$ cat config.mk
export PLATFORM = sky130hd
export DESIGN_NAME = txPortDemux
export DESIGN_NICKNAME = d
export VERILOG_FILES = /design/src/rtl/txDemuxPkg.sv /design/src/rtl/txDemuxCtrl.sv /design/src/rtl/txDemuxData.sv /design/src/rtl/txPortDemux.sv
export SDC_FILE = /design/constraint.sdc
export NUM_CORES = 1
export LEC_CHECK = 0
export ABC_CLOCK_PERIOD_IN_PS = 1050
export BUFFER_PORTS_ARGS = -buffer_cell sky130_fd_sc_hd__buf_2
export CAP_MARGIN = 10
export CELL_PAD_IN_SITES_DETAIL_PLACEMENT = 0
export CELL_PAD_IN_SITES_GLOBAL_PLACEMENT = 1
export CORE_ASPECT_RATIO = 0.6
export CORE_MARGIN = 2
export CORE_UTILIZATION = 32
export DETAILED_ROUTE_END_ITERATION = 8
export GPL_TIMING_DRIVEN = 0
export HOLD_SLACK_MARGIN = 0.06
export PLACE_DENSITY_LB_ADDON = 0.1
export SYNTH_ARGS = -nofsm -noshare
export SYNTH_HDL_FRONTEND = slang
export SYNTH_SLANG_ARGS = --single-unit
$ cat constraint.sdc
create_clock -name clk -period 1.05 [get_ports clk]
set_clock_uncertainty 0.15 [all_clocks]
set_input_delay 0.0525 -clock clk [delete_from_list [all_inputs] [get_ports clk]]
set_output_delay 0.0525 -clock clk [all_outputs]
set_load 0.01 [all_outputs]
$ cat src/rtl/txDemuxPkg.sv
package txDemuxPkg;
  // Strobes passed from the control side to the datapath
  typedef struct packed {
    logic takeWord;   // enabled word sampled this cycle
    logic lastWord;   // sampled word closes a packet
    logic modFault;   // nonzero byte count on a non-final word
  } ctrlStrobes_t;
endpackage

$ cat src/rtl/txDemuxCtrl.sv
module txDemuxCtrl
  import txDemuxPkg::*;
#(
  parameter int NUM_PORTS = 4,
  parameter int MOD_W     = 2,
  localparam int SEL_W    = $clog2(NUM_PORTS)
) (
  input  logic             clk,
  input  logic             rstN,
  input  logic             enN,
  input  logic             addrMark,
  input  logic             eop,
  input  logic [MOD_W-1:0] mod,
  input  logic [SEL_W-1:0] addrBits,
  output ctrlStrobes_t     strobes,
  output logic [SEL_W-1:0] curPort
);
  logic addrCycle;

  // The address marker is honoured only while the enable is off
  assign addrCycle = enN && addrMark;

  always_comb begin
    strobes          = '0;
    strobes.takeWord = !enN;
    strobes.lastWord = !enN && eop;
    strobes.modFault = !enN && !eop && (mod != '0);
  end

  always_ff @(posedge clk) begin
    if (!rstN) begin
      curPort <= '0;
    end else if (addrCycle) begin
      curPort <= addrBits;
    end
  end
endmodule

$ cat src/rtl/txDemuxData.sv
module txDemuxData
  import txDemuxPkg::*;
#(
  parameter int DATA_W    = 32,
  parameter int NUM_PORTS = 4,
  localparam int BYTES    = DATA_W / 8,
  localparam int MOD_W    = $clog2(BYTES),
  localparam int SEL_W    = $clog2(NUM_PORTS)
) (
  input  logic                 clk,
  input  logic                 rstN,
  input  ctrlStrobes_t         strobes,
  input  logic [SEL_W-1:0]     curPort,
  input  logic [DATA_W-1:0]    inData,
  input  logic [MOD_W-1:0]     inMod,
  input  logic                 inSop,
  input  logic                 inErr,
  input  logic [SEL_W-1:0]     pollAddr,
  input  logic [NUM_PORTS-1:0] spaceAvail,
  output logic                 outValid,
  output logic [DATA_W-1:0]    outData,
  output logic [BYTES-1:0]     outBe,
  output logic [SEL_W-1:0]     outPort,
  output logic                 outSop,
  output logic                 outEop,
  output logic                 outErr,
  output logic [NUM_PORTS-1:0] modViolation,
  output logic                 pollReady
);
  logic [BYTES-1:0]     beNext;
  logic [NUM_PORTS-1:0] faultHit;

  // Final word: the top (BYTES - mod) byte lanes are live
  always_comb begin
    beNext = '1;
    if (strobes.lastWord) begin
      for (int i = 0; i < BYTES; i++) begin
        beNext[i] = (i >= int'(inMod));
      end
    end
  end

  // One flag per port; a fault touches only the selected port
  for (genvar p = 0; p < NUM_PORTS; p++) begin : g_fault
    assign faultHit[p] = strobes.modFault && (curPort == SEL_W'(p));
  end

  always_ff @(posedge clk) begin
    if (!rstN) begin
      outValid     <= 1'b0;
      outData      <= '0;
      outBe        <= '0;
      outPort      <= '0;
      outSop       <= 1'b0;
      outEop       <= 1'b0;
      outErr       <= 1'b0;
      modViolation <= '0;
      pollReady    <= 1'b0;
    end else begin
      outValid     <= strobes.takeWord;
      outSop       <= strobes.takeWord && inSop;
      outEop       <= strobes.lastWord;
      outErr       <= strobes.takeWord && inErr;
      modViolation <= modViolation | faultHit;
      pollReady    <= spaceAvail[pollAddr];
      if (strobes.takeWord) begin
        outData <= inData;
        outBe   <= beNext;
        outPort <= curPort;
      end
    end
  end
endmodule

$ cat src/rtl/txPortDemux.sv
module txPortDemux
  import txDemuxPkg::*;
#(
  parameter int DATA_W    = 32,
  parameter int NUM_PORTS = 4,
  localparam int BYTES    = DATA_W / 8,
  localparam int MOD_W    = $clog2(BYTES),
  localparam int SEL_W    = $clog2(NUM_PORTS)
) (
  input  logic                 clk,
  input  logic                 rstN,
  input  logic [DATA_W-1:0]    txData,
  input  logic                 txEnN,
  input  logic                 txAddrSel,
  input  logic                 txSop,
  input  logic                 txEop,
  input  logic [MOD_W-1:0]     txMod,
  input  logic                 txErr,
  input  logic [SEL_W-1:0]     pollAddr,
  input  logic [NUM_PORTS-1:0] spaceAvail,
  output logic                 outValid,
  output logic [DATA_W-1:0]    outData,
  output logic [BYTES-1:0]     outBe,
  output logic [SEL_W-1:0]     outPort,
  output logic                 outSop,
  output logic                 outEop,
  output logic                 outErr,
  output logic [NUM_PORTS-1:0] modViolation,
  output logic                 pollReady
);
  ctrlStrobes_t     strobes;
  logic [SEL_W-1:0] curPort;

  txDemuxCtrl #(.NUM_PORTS(NUM_PORTS), .MOD_W(MOD_W)) ctrl (
    .clk(clk), .rstN(rstN), .enN(txEnN), .addrMark(txAddrSel),
    .eop(txEop), .mod(txMod), .addrBits(txData[SEL_W-1:0]),
    .strobes(strobes), .curPort(curPort)
  );

  txDemuxData #(.DATA_W(DATA_W), .NUM_PORTS(NUM_PORTS)) dpath (
    .clk(clk), .rstN(rstN), .strobes(strobes), .curPort(curPort),
    .inData(txData), .inMod(txMod), .inSop(txSop), .inErr(txErr),
    .pollAddr(pollAddr), .spaceAvail(spaceAvail),
    .outValid(outValid), .outData(outData), .outBe(outBe),
    .outPort(outPort), .outSop(outSop), .outEop(outEop),
    .outErr(outErr), .modViolation(modViolation), .pollReady(pollReady)
  );
endmodule

==> results.sh, run 1 <==
export IMPL_maxCapViolCount=0
export IMPL_power_density_nw_per_um2=1428
export IMPL_synth_top_area_share_pct=56.00
export IMPL_crit_arrival_ps=1060
export IMPL_grt_usage_pct=14.67
export IMPL_drc_errors=0
export IMPL_holdWs_ps=-126.9
export IMPL_synthCells=162
export IMPL_finalInstanceArea_sq_um=2806
export IMPL_cts_sinks=49
export IMPL_register_area_sq_um=988.4
export IMPL_yosys_top_cells_count="dfxtp_1 (49), mux2i_1 (34), nor2_1 (34)"
export IMPL_grt_pass1_vias=1556
export IMPL_area_growth_pct=60.21
export IMPL_io_buffers=92
export IMPL_synth_flop_cell="dfxtp_1"
export IMPL_cpLargestDelayFamily="buffers and inverters"
export IMPL_std_cell_rows=20
export IMPL_die_w_um=99.52
export IMPL_cts_made_buffers=5
export IMPL_synth_most_common_cell="dfxtp_1"
export IMPL_synth_edf_count=0
export IMPL_startpoint_type="primary input"
export IMPL_die_area_sq_um=6101
export IMPL_cp_data_required_time_ps=1090
export IMPL_cts_hold_buf=38
export IMPL_r2r_setup_slack_ps=30
export IMPL_clock_latency_ps=290
export IMPL_synth_area_leaders="dfxtp_1 (56%), mux2i_1 (19%), nor2_1 (7.3%)"
export IMPL_core_sq_um=5155
export IMPL_post_synth_num_cell_types=23
export IMPL_hold_end="dpath.outEop"
export IMPL_ys_seq_area_share_pct=56.00
export IMPL_worstPathMaxFanout=10
export IMPL_netlist_top_cell_by_area="dfxtp_1"
export IMPL_num_io_pins=94
export IMPL_grt_max_degree=16
export IMPL_multiInputGateArea_sq_um=690.7
export IMPL_rsz0062_at_grt="yes"
export IMPL_diodes=0
export IMPL_cts_setup_buffers=0
export IMPL_setup_tns_ps=0
export IMPL_gp_congestion=0.6954
export IMPL_syn_avg_cell_area_sq_um=10.81
export IMPL_nNetsFinal=346
export IMPL_p_leak_nw=1.440
export IMPL_grt_pass1_wl_mm=6.948
export IMPL_routed_wl_mm=4.395
export IMPL_status="finished with violations"
export IMPL_fmax_ghz=0.9751
export IMPL_max_stage_delay_ps=560
export IMPL_routedWlPerCell_um=12.01
export IMPL_failed_checks="hold timing"
export IMPL_vias_per_cell=4.342
export IMPL_drive_gt1_share_pct=38.67
export IMPL_ant_nets=0
export IMPL_period_needed_ps=1026
export IMPL_via_count=1589
export IMPL_hold_viol_final=9
export IMPL_crit_path_end_kind="flop"
export IMPL_htree_levels=2
export IMPL_timing_rr_start="ctrl.curPort[0]"
export IMPL_post_route_period_util_pct=97.67
export IMPL_grt_overflow=0
export IMPL_holdPathStages=2
export IMPL_slew_violations=0
export IMPL_placed_area_sq_um=2295
export IMPL_n_fill_cell=472
export IMPL_synth_warnings=0
export IMPL_hpwl_mm=2.919
export IMPL_fin_util_pct=54.44
export IMPL_hold_class="in -> reg"
export IMPL_hp_start="txEop"
export IMPL_synthesis_area_sq_um=1752
export IMPL_r2r_cells=2
export IMPL_cts_root_buf="clkbuf_8"
export IMPL_relSlewSlack_pct=70.56
export IMPL_slowest_stage="dlygate4sd3_1"
export IMPL_setup_viol=0
export IMPL_synth_seq_cells=49
export IMPL_worst_pin_slew_ps=441.6
export IMPL_cts_tree="built"
export IMPL_start_util_pct=33.98
export IMPL_first_pass_iters=4
export IMPL_async_flop_share_pct=0
export IMPL_max_vdd_ir_drop_uv=817.7
export IMPL_syn_nets=209
export IMPL_stdcell_count=366
export IMPL_drt_iter0_markers=27
export IMPL_path_cells="buf_2 > nand2b_4 > inv_1 > dlygate4sd3_1"
export IMPL_clkTransAtPathRegs_ps=90
export IMPL_antenna_found_initial=0
export IMPL_crit_buf_inv=3
export IMPL_chipHeight_um=61.31
export IMPL_critical_path_class="in -> reg"
export IMPL_dp_cells=320
export IMPL_timing_rr_end="dpath.modViolation[3]"
export IMPL_ctsLongestPathBuffers=2
[report_power, final]
| part | total [mW] | switching [mW] | internal (mW) |
|---|---|---|---|
| combinational | 0.610 | 0.268 | 0.342 |
| sequential | 2.00 | 0.0454 | 1.96 |
| clock | 1.40 | 0.621 | 0.775 |
[registers in the layout (all words and copies together), names as in the netlist]
name and flops:
dpath.pollReady 1, dpath.modViolation 4, dpath.outValid 1, dpath.outSop 1
dpath.outData 32, dpath.outPort 2, dpath.outErr 1, dpath.outEop 1
ctrl.curPort 2, dpath.outBe 4
[worst reg2reg max path, cell delays in order (launching register included)]
cell     delay, ps
dfxtp_4        380
inv_1           50
o41ai_1        340
[layer usage]
layer  up-vias  wire [um]  GRT usage, %
li1        819          -             -
met4         0         53         5.479
met1       715       2137         18.38
met3         4        286         4.767
met2        51       1918         24.32
met5         -          0             0
[cell families (layout without fill, tap and decap cells)]
logic type             Yosys count  in the layout  share of synthesized area (%)
muxes                           35             35                          20.71
AOI/OAI and AO/OA               16             16                          6.785
DFF                             49             49                          56.00
and+or+nand+nor                 48             48                          11.71
buffers and inverters           14            152                          4.785
[stage by stage]
| stage | total power, mW | worst slack (ps) |
|---|---|---|
| after CTS | 4.069 | 2.719 |
| after global placement | 2.550 | -46.07 |
| final | 4.009 | 24.41 |
| after floorplan | 2.319 | 96.50 |
| after detailed placement | 2.552 | -22.41 |
| after global routing | 4.223 | -12.34 |
[area by class of cell]
type	instances	area share, %
plain buffers	9	2.318
clock buffers	6	2.942
well taps	66	2.942
repair buffers	130	29.96
flip-flops and latches	49	35.22
inverters	5	0.6687
multi-input cells	99	24.61
clock inverters	2	1.337
[cell usage in the layout, fill, tap and decap left out]
cell           instances
o21bai_2               1
nand2b_1               1
clkbuf_1               2
nand2b_4               1
nor2_1                34
nand2_1                6
clkbuf_8               6
inv_2                  1
o41ai_1                4
o211a_1                1
bufinv_16              1
o21ai_0                1
dfxtp_1               47
a31o_2                 1
nand3_1                2
and2_1                 4
mux2i_1               34
a21oi_1                5
dfxtp_4                2
buf_4                  4
mux4_2                 1
dlygate4sd3_1         38
inv_1                  4
a21bo_2                2
clkinvlp_4             1
a21o_1                 1
buf_6                  2
buf_2                 93
[worst max path at each step]
stage                         start                    end  slack (ps)  depth (start not counted)
finish                        txEnN         dpath.outValid          20                          4
global route        ctrl.curPort[0]  dpath.modViolation[1]         -10                          2
CTS                 ctrl.curPort[1]  dpath.modViolation[2]           3                          2
detailed placement            txEnN       dpath.outData[6]         -20                          4
global placement               rstN       dpath.outPort[0]         -50                          4
floorplan           ctrl.curPort[0]  dpath.modViolation[3]         100                          2
[timing repair]
item                                    CTS  global route
endpoints found under the hold margin    46            11
resized for setup                         2             3
endpoints found under the setup margin    3             4
(Power assumes the default switching activity.)
==> inputs of run 2 (changes only) <==
BUFFER_PORTS_ARGS = unset   (was -buffer_cell sky130_fd_sc_hd__buf_2)
CORE_UTILIZATION = 40   (was 32)
DONT_BUFFER_PORTS = 1   (was unset)
==> results.sh, run 2 (same netlist as run 1, synthesis figures left out) <==
export IMPL_status="finished with violations"
export IMPL_failed_checks="hold timing"
export IMPL_first_pass_iters=6
export IMPL_hold_viol_final=19
export IMPL_routedWlPerCell_um=15.13
export IMPL_clkTransAtPathRegs_ps=80
export IMPL_crit_arrival_ps=1060
export IMPL_clockPowerShare_pct=30.3
export IMPL_htree_levels=2
export IMPL_ant_nets=0
export IMPL_setup_viol=0
export IMPL_holdWs_ps=-271.9
export IMPL_r2r_cells=2
export IMPL_p_comb_share_pct=10.7
export IMPL_die_area_sq_um=4942
export IMPL_largest_register_ffs=32
export IMPL_relSlewSlack_pct=70.47
export IMPL_grt_pass1_wl_mm=6.127
export IMPL_std_cell_rows=18
export IMPL_holdPathStages=2
export IMPL_power_mw=3.518
export IMPL_die_w_um=89.43
export IMPL_diodes=0
export IMPL_slew_violations=0
export IMPL_grt_overflow=0
export IMPL_antenna_found_initial=0
export IMPL_maxCapViolCount=0
export IMPL_max_vdd_ir_drop_uv=876.7
export IMPL_cts_sinks=49
export IMPL_drt_iter0_markers=23
export IMPL_grt_max_degree=14
export IMPL_start_util_pct=42.04
export IMPL_r2r_setup_slack_ps=40
export IMPL_final_cell_mix="dfxtp_1 (47), dlygate4sd3_1 (36), mux2i_1 (34), nor2_1 (34)"
export IMPL_final_common_cell="dfxtp_1"
export IMPL_top_register="dpath.outData"
export IMPL_grt_usage_pct=16.38
export IMPL_num_io_pins=94
export IMPL_clock_latency_ps=280
export IMPL_hold_class="in -> reg"
export IMPL_area_growth_pct=31.50
export IMPL_internal_power_mw=2.699
export IMPL_cts_tree="built"
export IMPL_n_fill_cell=383
export IMPL_gp_congestion=0.6214
export IMPL_power_share_sequential_pct=59.0
export IMPL_worst_pin_slew_ps=442.0
export IMPL_p_sw_mw=0.8191
export IMPL_chipHeight_um=55.26
export IMPL_switching_share_pct=23.28
export IMPL_nNetsFinal=252
export IMPL_io_buffers=0
export IMPL_critical_path_class="reg -> reg"
export IMPL_routed_wl_mm=4.010
export IMPL_startpoint_type="flop"
export IMPL_worstPathMaxFanout=5
export IMPL_via_count=1305
export IMPL_post_route_period_util_pct=96.37
export IMPL_period_needed_ps=1012
export IMPL_p_leak_nw=1.017
export IMPL_top_regs="dpath.outData x32, dpath.modViolation x4, dpath.outBe x4"
export IMPL_fmax_ghz=0.9882
export IMPL_drc_errors=0
export IMPL_cts_hold_buf=36
export IMPL_ctsLongestPathBuffers=2
export IMPL_cp_data_required_time_ps=1100
export IMPL_power_density_nw_per_um2=1527
export IMPL_grt_pass1_vias=1353
export IMPL_core_sq_um=4167
export IMPL_crit_path_end_kind="flop"
export IMPL_hpwl_mm=2.616
export IMPL_drive_gt1_share_pct=11.71
export IMPL_cts_root_buf="clkbuf_8"
export IMPL_vias_per_cell=4.925
export IMPL_cts_made_buffers=5
-- run 2: worst max-delay path: stages, from the launching register on --
cell and delay (ps):
dfxtp_4 380, inv_1 70, o41ai_2 320
-- run 2: routing by layer --
metal | vias to the layer above | global-route usage [%] | share of wire [%]
li1 | 626 | - | -
met1 | 609 | 18.03 | 40
met2 | 66 | 28.57 | 51
met3 | 4 | 6.129 | 8.7
met4 | 0 | 5.757 | 0.85
met5 | - | 0 | 0
-- run 2: timing repair --
action | in CTS | in global routing
buffers inserted | 0 | 0
endpoints found under the setup margin | 3 | 3
endpoints found under the hold margin | 49 | 28
gates resized for setup | 2 | 5
-- run 2: final cells by class --
| class | count | area (sq um) | share of cell area [%] |
|---|---|---|---|
| well taps | 60 | 75.07 | 3.259 |
| flip-flops and latches | 49 | 988.4 | 42.91 |
| plain buffers | 9 | 65.06 | 2.825 |
| repair buffers | 36 | 360.3 | 15.64 |
| clock buffers | 7 | 86.33 | 3.748 |
| multi-input cells | 99 | 709.4 | 30.80 |
| inverters | 5 | 18.77 | 0.8148 |
-- run 2: final timing paths --
check,to,from
min reg2reg,dpath.modViolation[2],ctrl.curPort[0]
max,dpath.modViolation[3],ctrl.curPort[0]
max reg2reg,dpath.modViolation[3],ctrl.curPort[0]
min,dpath.modViolation[2],rstN
-- run 2: metrics by stage --
step / worst slack [ps] / setup TNS, ps / instances / utilization, % / area, sq um
2_1_floorplan: 96.50 / 0 / 162 / - / 1752
3_3_place_gp: 1.694 / 0 / 222 / 43.84 / 1827
4_1_cts: 10.65 / 0 / 265 / 54.62 / 2276
3_5_place_dp: -75.73 / -301.1 / 222 / 43.84 / 1827
6_report: 38.09 / 0 / 265 / 55.29 / 2303
5_1_grt: -2.977 / -2.977 / 265 / 55.29 / 2303
-- run 2: power groups by stage --
stage | Combinational (mW) | Sequential, mW | Clock (mW)
final | 0.375 | 2.08 | 1.07
after global routing | 0.416 | 2.09 | 1.21
after CTS | 0.369 | 2.08 | 1.11
after detailed placement | 0.260 | 2.12 | 0
after global placement | 0.246 | 2.12 | 0
after floorplan | 0.220 | 2.10 | 0
==> inputs of run 3 (changes only) <==
ABC_CLOCK_PERIOD_IN_PS = 850   (was 1050)
clock period = 0.85 ns   (was 1.05 ns; I/O delays follow)
==> results.sh, run 3 (same netlist as run 1, synthesis figures left out) <==
export IMPL_area_growth_pct=37.43
export IMPL_nNetsFinal=251
export IMPL_worstPathMaxFanout=5
export IMPL_relSlewSlack_pct=70.56
export IMPL_vias_per_cell=4.928
export IMPL_power_density_nw_per_um2=1810
export IMPL_cts_root_buf="clkbuf_8"
export IMPL_clock_latency_ps=280
export IMPL_max_stage_delay_ps=400
export IMPL_post_route_period_util_pct=114.2
export IMPL_crit_path_end_kind="flop"
export IMPL_hpwl_mm=2.685
export IMPL_dp_cells=222
export IMPL_fin_ws_ps=-120.8
export IMPL_crit_buf_inv=1
export IMPL_crit_arrival_ps=1010
export IMPL_std_cell_rows=18
export IMPL_status="finished with violations"
export IMPL_cts_hold_buf=35
export IMPL_ant_nets=0
export IMPL_setup_viol=7
export IMPL_cts_made_buffers=5
export IMPL_antenna_found_initial=0
export IMPL_startpoint_type="flop"
export IMPL_via_count=1301
export IMPL_final_cell_mix="dfxtp_2 (40), dlygate4sd3_1 (35), mux2i_1 (34), nor2_1 (34), dfxtp_4 (9)"
export IMPL_cpLargestDelayFamily="flip-flops"
export IMPL_drt_iter0_markers=16
export IMPL_drc_errors=0
export IMPL_rsz0062_at_grt="yes"
export IMPL_core_sq_um=4167
export IMPL_top_regs="dpath.outData x32, dpath.modViolation x4, dpath.outBe x4"
export IMPL_htree_levels=2
export IMPL_grt_busiest_layer="met2"
export IMPL_routed_wl_mm=4.134
export IMPL_multiInputGateArea_sq_um=730.7
export IMPL_worst_pin_slew_ps=441.6
export IMPL_hold_class="in -> reg"
export IMPL_critical_path_class="reg -> reg"
export IMPL_grt_usage_pct=17.13
export IMPL_cp_data_required_time_ps=890
export IMPL_fmax_ghz=1.030
export IMPL_p_leak_nw=1.043
export IMPL_io_buffers=0
export IMPL_finalInstanceArea_sq_um=2407
export IMPL_chipHeight_um=55.26
export IMPL_largest_register_ffs=32
export IMPL_grt_pass1_wl_mm=6.437
export IMPL_hold_viol_final=19
export IMPL_max_vdd_ir_drop_uv=1097
export IMPL_drive_gt1_share_pct=37.25
export IMPL_slowest_stage="dfxtp_4"
export IMPL_grt_overflow=0
export IMPL_grt_use_met3_pct=6.876
export IMPL_placed_area_sq_um=1843
export IMPL_n_fill_cell=358
export IMPL_num_io_pins=94
export IMPL_final_common_cell="dfxtp_2"
export IMPL_ctsLongestPathBuffers=2
export IMPL_clkTransAtPathRegs_ps=80
export IMPL_failed_checks="hold timing, setup timing"
export IMPL_holdWs_ps=-280.1
export IMPL_routedWlPerCell_um=15.66
export IMPL_use_met2_pct=29.21
export IMPL_stdcell_count=264
export IMPL_cts_sinks=49
export IMPL_use_met1_pct=18.98
export IMPL_top_register="dpath.outData"
export IMPL_gp_congestion=0.6479
export IMPL_register_area_sq_um=1065
export IMPL_diodes=0
export IMPL_grt_pass1_vias=1410
export IMPL_post_place_ws_ps=-179.4
export IMPL_start_util_pct=42.04
export IMPL_path_cells="inv_4 > o41ai_2"
export IMPL_grt_max_degree=14
export IMPL_first_pass_iters=3
export IMPL_r2r_setup_slack_ps=-120
export IMPL_slew_violations=0
export IMPL_cts_tree="built"
export IMPL_period_needed_ps=970.8
export IMPL_die_area_sq_um=4942
export IMPL_die_w_um=89.43
export IMPL_power_mw=4.356
export IMPL_maxCapViolCount=0
-- run 3: cell count changes in the layout (fill, tap and decap cells not counted), sizes merged --
cell	before	now
dlygate4sd3	36	35
-- run 3: per-layer routing --
layer / vias up / wire [um]
met5: - / 0
met3: 4 / 365
met1: 615 / 1674
met2: 57 / 2042
li1: 625 / -
met4: 0 / 51
-- run 3: power by group --
group | internal [mW] | total (mW) | switching [mW]
Sequential | 2.43 | 2.58 | 0.149
Combinational | 0.279 | 0.479 | 0.200
Clock | 0.645 | 1.29 | 0.649
-- run 3: worst paths after layout --
check,from,end,cells past startpoint
worst min-delay path,rstN,dpath.modViolation[0],2
worst max register to register,ctrl.curPort[1],dpath.modViolation[3],2
worst max-delay path,ctrl.curPort[1],dpath.modViolation[3],2
worst min register to register,dpath.outBe[3],dpath.outBe[3],2
-- run 3: worst register-to-register path, cell delays in order (launching register included) --
cell,delay (ps)
dfxtp_4,400
inv_4,40
o41ai_2,290
-- run 3: cell type report --
class	count	share of cell area [%]
flip-flops and latches	49	44.23
repair buffers	35	14.55
multi-input cells	99	30.35
plain buffers	9	3.274
clock buffers	7	3.586
well taps	60	3.119
inverters	5	0.8836
-- run 3: through the flow --
step           setup TNS [ps]  util (%)
2_1_floorplan          -277.0         -
3_3_place_gp            -2878     44.23
3_5_place_dp            -3839     44.23
4_1_cts                -799.1     57.36
5_1_grt                 -2018     57.78
6_report               -625.8     57.78
-- run 3: what timing repair did --
item,CTS,global route
setup buffers,0,0
endpoints found under the setup margin,55,62
pin swaps,2,2
endpoints found under the hold margin,49,29
resized for setup,57,8
